===== config.mk =====
export PLATFORM = sky130hd
export DESIGN_NAME = dsr_snapshot_reader
export DESIGN_NICKNAME = d
export VERILOG_FILES = /design/src/rtl/dsr_pkg.sv /design/src/rtl/dsr_snap_mem.sv /design/src/rtl/dsr_copy_ctrl.sv /design/src/rtl/dsr_host_regs.sv /design/src/rtl/dsr_snapshot_reader.sv
export SDC_FILE = /design/constraint.sdc
export NUM_CORES = 1
export LEC_CHECK = 0
export BUFFER_PORTS_ARGS = -buffer_cell sky130_fd_sc_hd__buf_4
export CORE_MARGIN = 4
export CORE_UTILIZATION = 50
export CTS_CLUSTER_DIAMETER = 40
export CTS_CLUSTER_SIZE = 10
export DETAILED_ROUTE_END_ITERATION = 7
export PLACE_DENSITY_LB_ADDON = 0.12
export SLEW_MARGIN = 20
export SYNTH_ARGS = -nofsm -noshare
export SYNTH_HDL_FRONTEND = slang
export SYNTH_SLANG_ARGS = --single-unit

===== constraint.sdc =====
create_clock -name clk -period 5.6 [get_ports clk]
set_input_delay 0.56 -clock clk [delete_from_list [all_inputs] [get_ports clk]]
set_output_delay 0.56 -clock clk [all_outputs]
set_load 0.01 [all_outputs]

===== src/rtl/dsr_pkg.sv =====
package dsr_pkg;
    localparam int BUS_W   = 24;
    localparam int DATA_W  = 16;
    localparam int SEL_W   = 12;
    localparam int ERR_W   = 6;
    localparam int LEN_W   = 8;
    localparam int SNAP_DEPTH = 64;
    localparam int IDX_W   = $clog2(SNAP_DEPTH);
    localparam int CNT_W   = $clog2(SNAP_DEPTH + 1);

    typedef enum logic [1:0] {
        REG_SEL  = 2'd0,
        REG_PTR  = 2'd1,
        REG_DATA = 2'd2,
        REG_NONE = 2'd3
    } reg_sel_e;

    typedef enum logic [1:0] {
        CP_IDLE  = 2'd0,
        CP_START = 2'd1,
        CP_COPY  = 2'd2
    } cp_state_e;

    typedef struct packed {
        logic             valid;
        logic             busy;
        logic [ERR_W-1:0] err;
    } hi_byte_t;

    typedef struct packed {
        hi_byte_t          hi;
        logic [DATA_W-1:0] lo;
    } bus_word_t;

    function automatic logic [CNT_W-1:0] clamp_len(input logic [LEN_W-1:0] l);
        if (l > LEN_W'(SNAP_DEPTH))
            return CNT_W'(SNAP_DEPTH);
        return CNT_W'(l);
    endfunction
endpackage


===== src/rtl/dsr_snap_mem.sv =====
module dsr_snap_mem #(
    parameter int DEPTH = 64,
    parameter int WIDTH = 16,
    localparam int AW   = $clog2(DEPTH)
) (
    input  logic             clk,
    input  logic             wr_en,
    input  logic [AW-1:0]    wr_idx,
    input  logic [WIDTH-1:0] wr_data,
    input  logic [AW-1:0]    rd_idx,
    output logic [WIDTH-1:0] rd_data
);
    logic [WIDTH-1:0] mem [DEPTH];

    always_ff @(posedge clk) begin
        if (wr_en)
            mem[wr_idx] <= wr_data;
    end

    assign rd_data = mem[rd_idx];
endmodule


===== src/rtl/dsr_copy_ctrl.sv =====
module dsr_copy_ctrl
    import dsr_pkg::*;
(
    input  logic             clk,
    input  logic             rst,
    input  logic             start,
    input  logic [SEL_W-1:0] sel,
    input  logic             inval_stb,
    input  logic [SEL_W-1:0] inval_dev,
    input  logic [LEN_W-1:0] pool_len,
    input  logic             pool_dev_valid,
    output logic             busy,
    output logic             pool_rd_en,
    output logic [IDX_W-1:0] pool_rd_addr,
    output logic             wr_en,
    output logic [IDX_W-1:0] wr_idx,
    output logic [CNT_W-1:0] len_q,
    output logic             snap_valid
);
    cp_state_e        state;
    logic [CNT_W-1:0] iss;
    logic             pend;
    logic [IDX_W-1:0] pend_idx;
    logic             issuing;

    assign issuing      = (state == CP_COPY) && (iss < len_q);
    assign busy         = (state != CP_IDLE);
    assign pool_rd_en   = issuing;
    assign pool_rd_addr = iss[IDX_W-1:0];
    assign wr_en        = pend;
    assign wr_idx       = pend_idx;

    always_ff @(posedge clk) begin
        if (rst) begin
            state      <= CP_IDLE;
            iss        <= '0;
            pend       <= 1'b0;
            pend_idx   <= '0;
            len_q      <= '0;
            snap_valid <= 1'b0;
        end else begin
            pend <= issuing && !start;
            if (start) begin
                state <= CP_START;
                iss   <= '0;
            end else begin
                unique case (state)
                    CP_START: begin
                        len_q      <= clamp_len(pool_len);
                        snap_valid <= pool_dev_valid;
                        iss        <= '0;
                        state      <= CP_COPY;
                    end
                    CP_COPY: begin
                        if (iss == len_q) begin
                            state <= CP_IDLE;
                        end else begin
                            iss      <= iss + CNT_W'(1);
                            pend_idx <= iss[IDX_W-1:0];
                        end
                    end
                    default: state <= CP_IDLE;
                endcase
            end
            if (inval_stb && (inval_dev == sel))
                snap_valid <= 1'b0;
        end
    end
endmodule


===== src/rtl/dsr_host_regs.sv =====
module dsr_host_regs
    import dsr_pkg::*;
(
    input  logic              clk,
    input  logic              rst,
    input  logic              bus_wr,
    input  logic              bus_rd,
    input  logic [1:0]        bus_addr,
    input  logic [BUS_W-1:0]  bus_wdata,
    input  logic [ERR_W-1:0]  err_status,
    input  logic              busy,
    input  logic [CNT_W-1:0]  len_q,
    input  logic              snap_valid,
    input  logic [DATA_W-1:0] mem_rdata,
    output logic              start,
    output logic [SEL_W-1:0]  sel_q,
    output logic [DATA_W-1:0] ptr_q,
    output logic [BUS_W-1:0]  bus_rdata
);
    reg_sel_e  rsel;
    logic      in_range;
    logic      data_rd;
    bus_word_t word;
    logic      unused_wdata;

    assign rsel         = reg_sel_e'(bus_addr);
    assign start        = bus_wr && (rsel == REG_SEL);
    assign data_rd      = bus_rd && !bus_wr && (rsel == REG_DATA) && !busy;
    assign in_range     = ptr_q < {{(DATA_W-CNT_W){1'b0}}, len_q};
    assign unused_wdata = ^bus_wdata;

    always_ff @(posedge clk) begin
        if (rst) begin
            sel_q <= '0;
            ptr_q <= '0;
        end else if (start) begin
            sel_q <= bus_wdata[SEL_W-1:0];
            ptr_q <= '0;
        end else if (bus_wr && (rsel == REG_PTR)) begin
            ptr_q <= bus_wdata[DATA_W-1:0];
        end else if (data_rd) begin
            ptr_q <= ptr_q + DATA_W'(1);
        end
    end

    always_comb begin
        word.hi.err   = err_status;
        word.hi.busy  = busy;
        word.hi.valid = snap_valid && !busy;
        word.lo       = '1;
        unique case (rsel)
            REG_SEL: word.lo = {{(DATA_W-SEL_W){1'b0}}, sel_q};
            REG_PTR: word.lo = ptr_q;
            REG_DATA: begin
                if (!busy && in_range)
                    word.lo = mem_rdata;
                else
                    word.hi.valid = 1'b0;
            end
            default: word.lo = '1;
        endcase
    end

    assign bus_rdata = word;
endmodule


===== src/rtl/dsr_snapshot_reader.sv =====
module dsr_snapshot_reader
    import dsr_pkg::*;
(
    input  logic              clk,
    input  logic              rst,
    input  logic              bus_wr,
    input  logic              bus_rd,
    input  logic [1:0]        bus_addr,
    input  logic [BUS_W-1:0]  bus_wdata,
    output logic [BUS_W-1:0]  bus_rdata,
    input  logic [ERR_W-1:0]  err_status,
    input  logic              inval_stb,
    input  logic [SEL_W-1:0]  inval_dev,
    output logic [SEL_W-1:0]  pool_dev,
    output logic              pool_lock,
    output logic              pool_rd_en,
    output logic [IDX_W-1:0]  pool_rd_addr,
    input  logic [DATA_W-1:0] pool_rd_data,
    input  logic [LEN_W-1:0]  pool_len,
    input  logic              pool_dev_valid
);
    logic              start;
    logic              copy_busy;
    logic [SEL_W-1:0]  sel_q;
    logic [DATA_W-1:0] ptr_q;
    logic [CNT_W-1:0]  len_q;
    logic              snap_valid;
    logic              wr_en;
    logic [IDX_W-1:0]  wr_idx;
    logic [DATA_W-1:0] mem_rdata;

    assign pool_dev  = sel_q;
    assign pool_lock = copy_busy;

    dsr_host_regs u_regs (
        .clk        (clk),
        .rst        (rst),
        .bus_wr     (bus_wr),
        .bus_rd     (bus_rd),
        .bus_addr   (bus_addr),
        .bus_wdata  (bus_wdata),
        .err_status (err_status),
        .busy       (copy_busy),
        .len_q      (len_q),
        .snap_valid (snap_valid),
        .mem_rdata  (mem_rdata),
        .start      (start),
        .sel_q      (sel_q),
        .ptr_q      (ptr_q),
        .bus_rdata  (bus_rdata)
    );

    dsr_copy_ctrl u_copy (
        .clk            (clk),
        .rst            (rst),
        .start          (start),
        .sel            (sel_q),
        .inval_stb      (inval_stb),
        .inval_dev      (inval_dev),
        .pool_len       (pool_len),
        .pool_dev_valid (pool_dev_valid),
        .busy           (copy_busy),
        .pool_rd_en     (pool_rd_en),
        .pool_rd_addr   (pool_rd_addr),
        .wr_en          (wr_en),
        .wr_idx         (wr_idx),
        .len_q          (len_q),
        .snap_valid     (snap_valid)
    );

    dsr_snap_mem #(
        .DEPTH (SNAP_DEPTH),
        .WIDTH (DATA_W)
    ) u_mem (
        .clk     (clk),
        .wr_en   (wr_en),
        .wr_idx  (wr_idx),
        .wr_data (pool_rd_data),
        .rd_idx  (ptr_q[IDX_W-1:0]),
        .rd_data (mem_rdata)
    );
endmodule


==> reports/qor.txt, run 1 <==
Status - finished, final reports clean
Die width - 301 um
Cell Count, Final, Fillers Out - 3616
Area Growth Syn to Fin - 15.2%
Setup Fix Bufs, Post-CTS - 0
P per Cell Area - 362 mW/mm2
Reg2reg path depth - 3
# IOs - 118
DRT Wirelength - 108 mm
Multi-input gate area - 0.0102 mm2
Iter 0 DRT Violations - 2324
Sequential Power Share - 0.497
Clock latency on the worst-skew pair - 720 ps
Worst slew pin tran - 1100 ps
CTS root buf - clkbuf_16
Post-synthesis compound-gate area fraction - 0.0363
RSZ-0062 raised after global routing - false
Fin crit period - 4510 ps
Register area share after synthesis - 0.744
Dpl cells - 3394
Sw Ratio - 0.208
Worst Hold Class - in2reg
Launch point of the worst reg-to-reg path - u_copy.wr_idx[1]$_SDFFE_PP0P_
Initial Utilization - 0.504
Layout cells sized above 1 - 0.268
Clk pwr share - 0.461
Clk slew on worst S/H paths - 50 ps
NetSw - 0.00372 W
GRT Resource Usage Total - 0.243
Post-route ant nets - 0
Peak Freq - 0.222 GHz
# resized after CTS - 0
P_leak - 15.2 nW
Die Y - 301 um
H-tree levels - 4
#FFs+latches synth - 1082
Total iterations of the first detailed-routing run - 8
Clock buffer depth - 3
Simple-Gate Fraction of Synth Area - 0.0412
Worst EP required - 5040 ps
Fin util - 0.580
Area leader, netlist - edfxtp_1
Xor and xnor area share after synthesis - 0.00510
Final period util - 0.805
Hpwl dp - 64.6 mm
Count of final setup violators - 0
Flop2flop setup slack - 2890 ps
Maximum fanout along the worst path - 72
Synth Flop Type - edfxtp_1
Async set-or-reset flop fraction in the synthesized netlist - 0
Hold Vio Cnt, Final - 0
Comb pwr share - 0.041
Die area - 0.0905 mm2
Post-DR wirelength/cell - 29.9 um
Fin nets - 2483
First-pass GRT wire length - 157 mm
Row count - 107
Pin count of the biggest net entering global routing - 88
Internal power - 0.0142 W
Max VDD drop - 0.280 mV
Adder-cell share of the synthesized area - 0.00438
CTS tree - yes
Clock skew - 20.6 ps
CTS Sinks - 1082
Antenna violations before repair - 5
Setup TNS - 0 ps
Synth area leaders - edfxtp_1 (72%), mux4_2 (13%), dfxtp_1 (2.7%)
Yosys Warn Count - 0
Sequential standard cell area - 0.0319 mm2
Synth Cell Area - 0.0429 mm2
Via count - 22300
Nature of the critical path endpoint - output pin
Fillers - 6328
Critical path arrival - 3950 ps
Max Cap Violations - 0
Post-synth EDFFs - 1024
PortBufs - 97
Nature of the critical path startpoint - register
Cells after Synth - 2191
Core area - 0.0851 mm2
Post-synth top area share - 0.717
Number of vias per cell - 6.16
Slew Limit Fails - 0
R2R Path End - u_mem.mem[23][10]$_DFFE_PP_
Slew headroom - 0.260
Net Count, Synth - 2280
Vias in the first global route - 22200
Grt total ovfl - 0
Mux contribution to synthesized area - 0.150
Hold_ws - 111 ps
Final GP Congestion - 0.925
Synth cell types - 63
DRC errors left - 0
Worst Setup EP - bus_rdata[3]
Tot Pwr - 0.0179 W
TritonCTS buffer count - 142
Crit Path Category - reg2out
Largest family of logic cells by synthesized area - multiplexers
N_diodes - 0
Mean Syn Cell Area - 19.6 um2
Number of hold buffers added after cts - 0
final cells by class:
cell class	instances	area share
repair buffers	192	0.0309
inverters	14	0.00106
clock inverters	58	0.0120
well taps	1144	0.0290
multi-input cells	962	0.206
clock buffers	164	0.0745
flip-flops and latches	1082	0.646
worst max-delay path, cell delays in order, from the launching register on:
cell	delay, ps
dfxtp_4	600
buf_12	470
mux4_2	380
mux2i_1	270
o21ai_0	320
o21ai_0	590
o221ai_1	290
buf_4	230
power groups by stage:
stage	logic (W)	clock network, W	registers (W)
3_3_place_gp	0.000730	0	0.00905
4_1_cts	0.000745	0.00841	0.00889
3_5_place_dp	0.000744	0	0.00905
6_report	0.000740	0.00825	0.00889
5_1_grt	0.000787	0.00878	0.00889
2_1_floorplan	0.000388	0	0.00904
how the worst min path moves through the flow:
stage                                 start                            to  slack, ps  cells after the start
6_report                       bus_wdata[9]  u_regs.sel_q[9]$_SDFFE_PP0P_        110                      3
5_1_grt                        bus_wdata[9]  u_regs.sel_q[9]$_SDFFE_PP0P_         80                      3
4_1_cts                        bus_wdata[9]  u_regs.sel_q[9]$_SDFFE_PP0P_         60                      3
3_5_place_dp   u_copy.len_q[5]$_SDFFE_PP0P_  u_copy.len_q[5]$_SDFFE_PP0P_        450                      2
3_3_place_gp   u_copy.len_q[1]$_SDFFE_PP0P_  u_copy.len_q[1]$_SDFFE_PP0P_        450                      2
2_1_floorplan  u_copy.len_q[1]$_SDFFE_PP0P_  u_copy.len_q[1]$_SDFFE_PP0P_        430                      2
registers in the layout, summed over array words and instances (netlist names), named ones only:
name and flops:
u_copy.iss 7, u_copy.len_q 7, u_copy.snap_valid 1, u_copy.state 2, u_copy.wr_en 1, u_copy.wr_idx 6, u_mem.mem 1024, u_regs.ptr_q 16
u_regs.sel_q 12
cell usage in the layout, fill, tap and decap left out, types with 14 or more instances in the layout:
cell type,n
ha_1,15
inv_1,14
a211oi_1,49
edfxtp_1,1024
nand3_1,48
clkbuf_16,144
nand2_1,80
dfxtp_1,53
nor2_1,106
a21oi_1,52
mux2i_1,69
buf_4,185
o22ai_1,17
nor2b_1,45
clkbuf_1,20
clkinv_1,20
mux4_2,249
o21ai_0,26
o211ai_1,18
metrics by stage:
stage	worst slack [ps]	cell area, um2
2_1_floorplan	2860	42900
3_3_place_gp	1810	45100
3_5_place_dp	1800	45100
4_1_cts	1020	49400
5_1_grt	939	49400
6_report	1090	49400
Yosys cell counts, types with 4 or more instances:
master / n
nor2_1: 116
mux2i_1: 69
o221ai_1: 8
nand4_1: 9
nand3b_1: 5
nor3_1: 15
o2111ai_1: 4
edfxtp_1: 1024
buf_6: 10
nor2b_1: 45
xnor2_1: 13
a31oi_1: 4
a211oi_1: 49
or3_1: 5
nor4_1: 6
nand3_1: 48
mux2_2: 11
dfxtp_1: 58
nand2b_1: 13
and2_1: 4
a2111o_1: 7
a21oi_1: 52
a2111oi_0: 10
nand2_1: 80
mux4_2: 249
buf_2: 24
inv_1: 14
buf_4: 45
clkbuf_1: 50
o21ai_0: 26
o22ai_1: 17
a22oi_1: 12
ha_1: 15
o211ai_1: 18
xor2_1: 12
routing by layer:
metal | up-vias | part of all wire | global-route usage
li1 | 9389 | - | -
met1 | 11800 | 0.42 | 0.355
met2 | 922 | 0.47 | 0.375
met3 | 161 | 0.081 | 0.0503
met4 | 0 | 0.025 | 0.0715
met5 | - | 0 | 0
cell families (layout without fill, tap and decap cells):
| group | count (synthesis) | after routing |
|---|---|---|
| AOI/OAI and AO/OA | 227 | 227 |
| xor gates and xnor gates | 25 | 25 |
| adders and majority gates | 15 | 15 |
| buffers and inverters | 147 | 428 |
| DFF | 1082 | 1082 |
| muxes | 329 | 329 |
| and+or+nand+nor | 366 | 366 |
Power figures use the tool's default switching activity.
==> inputs of run 2 (changes only) <==
--- a/config.mk
+++ b/config.mk
@@ -5,6 +5,7 @@
 export SDC_FILE = /design/constraint.sdc
 export NUM_CORES = 1
 export LEC_CHECK = 0
+export ABC_AREA = 1
 export BUFFER_PORTS_ARGS = -buffer_cell sky130_fd_sc_hd__buf_4
 export CORE_MARGIN = 4
 export CORE_UTILIZATION = 50
==> constraint.sdc (replaced) <==
create_clock -name clk -period 4.5 [get_ports clk]
set_input_delay 0.45 -clock clk [delete_from_list [all_inputs] [get_ports clk]]
set_output_delay 0.45 -clock clk [all_outputs]
set_load 0.01 [all_outputs]
==> run 2 against run 1 <==
Sequential power increased by 25%. Flip-flop and latch count unchanged. Power increased by 29%. Critical path type unchanged. Largest power group unchanged. Highest routed layer unchanged.
==> reports/qor.txt, run 2 <==
Status - finished, final reports clean
CTS tree - yes
Sw Ratio - 0.219 (+0.0109)
CTS root buf - clkbuf_16
GRT Resource Usage Total - 0.253 (+0.00980)
Clock skew - 17.8 ps (-2.76 ps)
CTS Sinks - 1082 (unchanged)
Slew Limit Fails - 0 (unchanged)
Post-synth top area share - 0.681 (-0.0358)
Die area - 0.0952 mm2 (+5.1%)
Final period util - 0.922
Peak Freq - 0.241 GHz
Sequential Power Share - 0.480 (-0.017)
Die Y - 309 um (+2.5%)
P_leak - 18.8 nW (+24%)
Die width - 309 um (+2.5%)
Worst EP required - 4050 ps (-990 ps)
Initial Utilization - 0.508 (+0.00400)
Async set-or-reset flop fraction in the synthesized netlist - 0 (unchanged)
Clock buffer depth - 3 (unchanged)
Post-route ant nets - 0 (unchanged)
Worst-path cell chain - buf_4, nand3_1, nand3_1, nand2_1, nand2_1, nand3_1, nand3_1, nand3_1, nand2_1, nand2_1, buf_4
Fillers - 7303 (+15%)
P per Cell Area - 447 mW/mm2 (+24%)
Synth Cell Area - 0.0452 mm2 (+5.3%)
Flip-flop count of the largest register after layout - 1024 (unchanged)
Area leader, netlist - edfxtp_1
Vias in the first global route - 28600 (+29%)
DRC errors left - 0 (unchanged)
Cells after Synth - 3987 (+82%)
Total iterations of the first detailed-routing run - 5 (-3)
Crit Path Category - reg2out
Mean Syn Cell Area - 11.3 um2 (-42%)
Hpwl dp - 65.1 mm (+0.75%)
Critical path arrival - 3700 ps (-250 ps)
Post-DR wirelength/cell - 22.6 um (-25%)
Setup TNS - 0 ps (unchanged)
Crit-path most repeated cell - nand3_1
Clk slew on worst S/H paths - 50 ps (about the same)
Clock latency on the worst-skew pair - 740 ps (+20 ps)
Number of vias per cell - 5.63 (-8.7%)
Dpl cells - 5103 (+50%)
DRT Wirelength - 121 mm (+12%)
Row count - 109 (+1.9%)
Nature of the critical path startpoint - register
Fin util - 0.580 (about the same)
NetSw - 0.00505 W (+36%)
Max Cap Violations - 0 (unchanged)
Net Count, Synth - 4076 (+79%)
Final GP Congestion - 0.887 (-4.1%)
Nature of the critical path endpoint - output pin
Internal power - 0.0180 W (+27%)
Fin nets - 4197 (+69%)
Clk pwr share - 0.469 (+0.008)
Pin count of the biggest net entering global routing - 166 (+89%)
Layout cells sized above 1 - 0.102 (-0.166)
First-pass GRT wire length - 179 mm (+14%)
Top Registers - u_mem.mem: 1024 flops, u_regs.ptr_q: 16 flops, u_regs.sel_q: 12 flops
Largest register by flop count - u_mem.mem
Commonest non-fill, non-tap cell in the layout - nand2_1
Synth Flop Type - edfxtp_1
Yosys Warn Count - 0 (unchanged)
TritonCTS buffer count - 148 (+4.2%)
Grt total ovfl - 0 (unchanged)
DP Worst Slack - 1130 ps (-672 ps)
Slew headroom - 0.238 (-0.0222)
Core area - 0.0889 mm2 (+4.4%)
Post-synth EDFFs - 1024 (unchanged)
Max incr delay on CP - 800 ps (+200 ps)
Antenna violations before repair - 2 (-3)
Max VDD drop - 0.417 mV (+49%)
Count of final setup violators - 0 (unchanged)
Synth cell count leaders - nand2_1 (1402), edfxtp_1 (1024), nand3_1 (902)
Worst Hold Class - in2reg
Iter 0 DRT Violations - 3360 (+45%)
Worst slew pin tran - 1140 ps (+40.0 ps)
# IOs - 118 (unchanged)
Area Growth Syn to Fin - 14.2%
H-tree levels - 4 (unchanged)
#FFs+latches synth - 1082 (unchanged)
Fin crit period - 4150 ps
Comb pwr share - 0.051 (+0.010)
Via count - 30200 (+36%)
Synth cell types - 38 (-40%)
PortBufs - 97 (unchanged)
Slowest CP cell - dfxtp_4
Final worst slack - 353 ps (-740 ps)
Commonest non-fill, non-tap cells in the layout - nand2_1 (1402), edfxtp_1 (1024), nand3_1 (902)
Tot Pwr - 0.0231 W (+29%)
Most frequent cell after synthesis - nand2_1
# resized after CTS - 0 (unchanged)
Synth area leaders - edfxtp_1 (68%), nand2_1 (12%), nand3_1 (10%)
RSZ-0062 raised after global routing - false
Cell Count, Final, Fillers Out - 5369 (+48%)
Register area share after synthesis - 0.707 (-0.0372)
Maximum fanout along the worst path - 45 (-38%)
Flop2flop setup slack - 1820 ps (-1070 ps)
Hold Vio Cnt, Final - 0 (unchanged)
[run 2: cell types whose count changed after synthesis, sizes merged, moves of 22 or more]
| cell | delta |
|---|---|
| mux2i | -69 |
| nand3 | +855 |
| inv | +57 |
| nand2 | +1322 |
| a211oi | -46 |
| buf | +141 |
| nor2 | -27 |
| clkbuf | -22 |
| mux4 | -249 |
| nor2b | -45 |
[run 2: kinds of logic (layout without fill, tap and decap cells)]
group                    Yosys count  count (layout)  share of synthesized area
AND/OR/NAND/NOR                 2437            2437                      0.230
flip-flops                      1082            1082                      0.707
buffers and inverters            327             543                     0.0428
AO/OA/AOI/OAI                    118             118                     0.0146
adder cells (fa/ha/maj)           15              15                    0.00416
XOR/XNOR                           8               8                    0.00155
other                              0               1                          0
[run 2: final timing paths]
kind	depth (start not counted)	to	from
max reg2reg	3	u_mem.mem[35][2]$_DFFE_PP_	u_copy.wr_idx[0]$_SDFFE_PP0P_
max	11	bus_rdata[2]	register
min reg2reg	2	u_copy.iss[6]$_SDFFE_PP0P_	u_copy.iss[6]$_SDFFE_PP0P_
min	3	u_copy.len_q[3]$_SDFFE_PP0P_	pool_len[3]
[run 2: worst max-delay path: cells and delay by family (launching register included)]
kind / cells / cell delay, ps
buffers and inverters: 2 / 790
DFF: 1 / 800
and+or+nand+nor: 9 / 1300
[run 2: metal layers]
metal,part of all wire,track usage,vias up
met5,0,0,-
met4,0.029,0.0888,0
met3,0.076,0.0453,204
met2,0.47,0.405,1105
met1,0.42,0.351,14700
li1,-,-,14200
[run 2: cell type report]
type                       instances  area [um2]  area share
clock buffer                     177        3900      0.0756
timing repair buffer             223        1950      0.0378
clock inverter                    68         648      0.0126
multi-input combinational       2578       11400       0.220
tap                             1165        1460      0.0283
inverter                          75         308     0.00597
antenna                            1        2.50   0.0000485
sequential                      1082       31900       0.619
[run 2: repair_timing]
| action | in CTS | in global routing |
|---|---|---|
| hold buffers | 20 | 0 |
| endpoints found under the hold margin | 23 | 0 |
| endpoints found under the setup margin | 0 | 0 |
| setup buffers | 0 | 0 |
[run 2: per-stage QoR]
stage	hold slack [ps]	cell area, um2
2_1_floorplan	458	45200
3_3_place_gp	481	46800
3_5_place_dp	481	46800
4_1_cts	3.89	51500
5_1_grt	53.1	51500
6_report	46.6	51500
[run 2: power by group through the flow]
stage | Combinational (W) | Sequential [W] | Clock, W
2_1_floorplan | 0.000673 | 0.0112 | 0
3_3_place_gp | 0.00115 | 0.0113 | 0
3_5_place_dp | 0.00116 | 0.0113 | 0
4_1_cts | 0.00118 | 0.0111 | 0.0109
5_1_grt | 0.00129 | 0.0111 | 0.0114
6_report | 0.00118 | 0.0111 | 0.0108
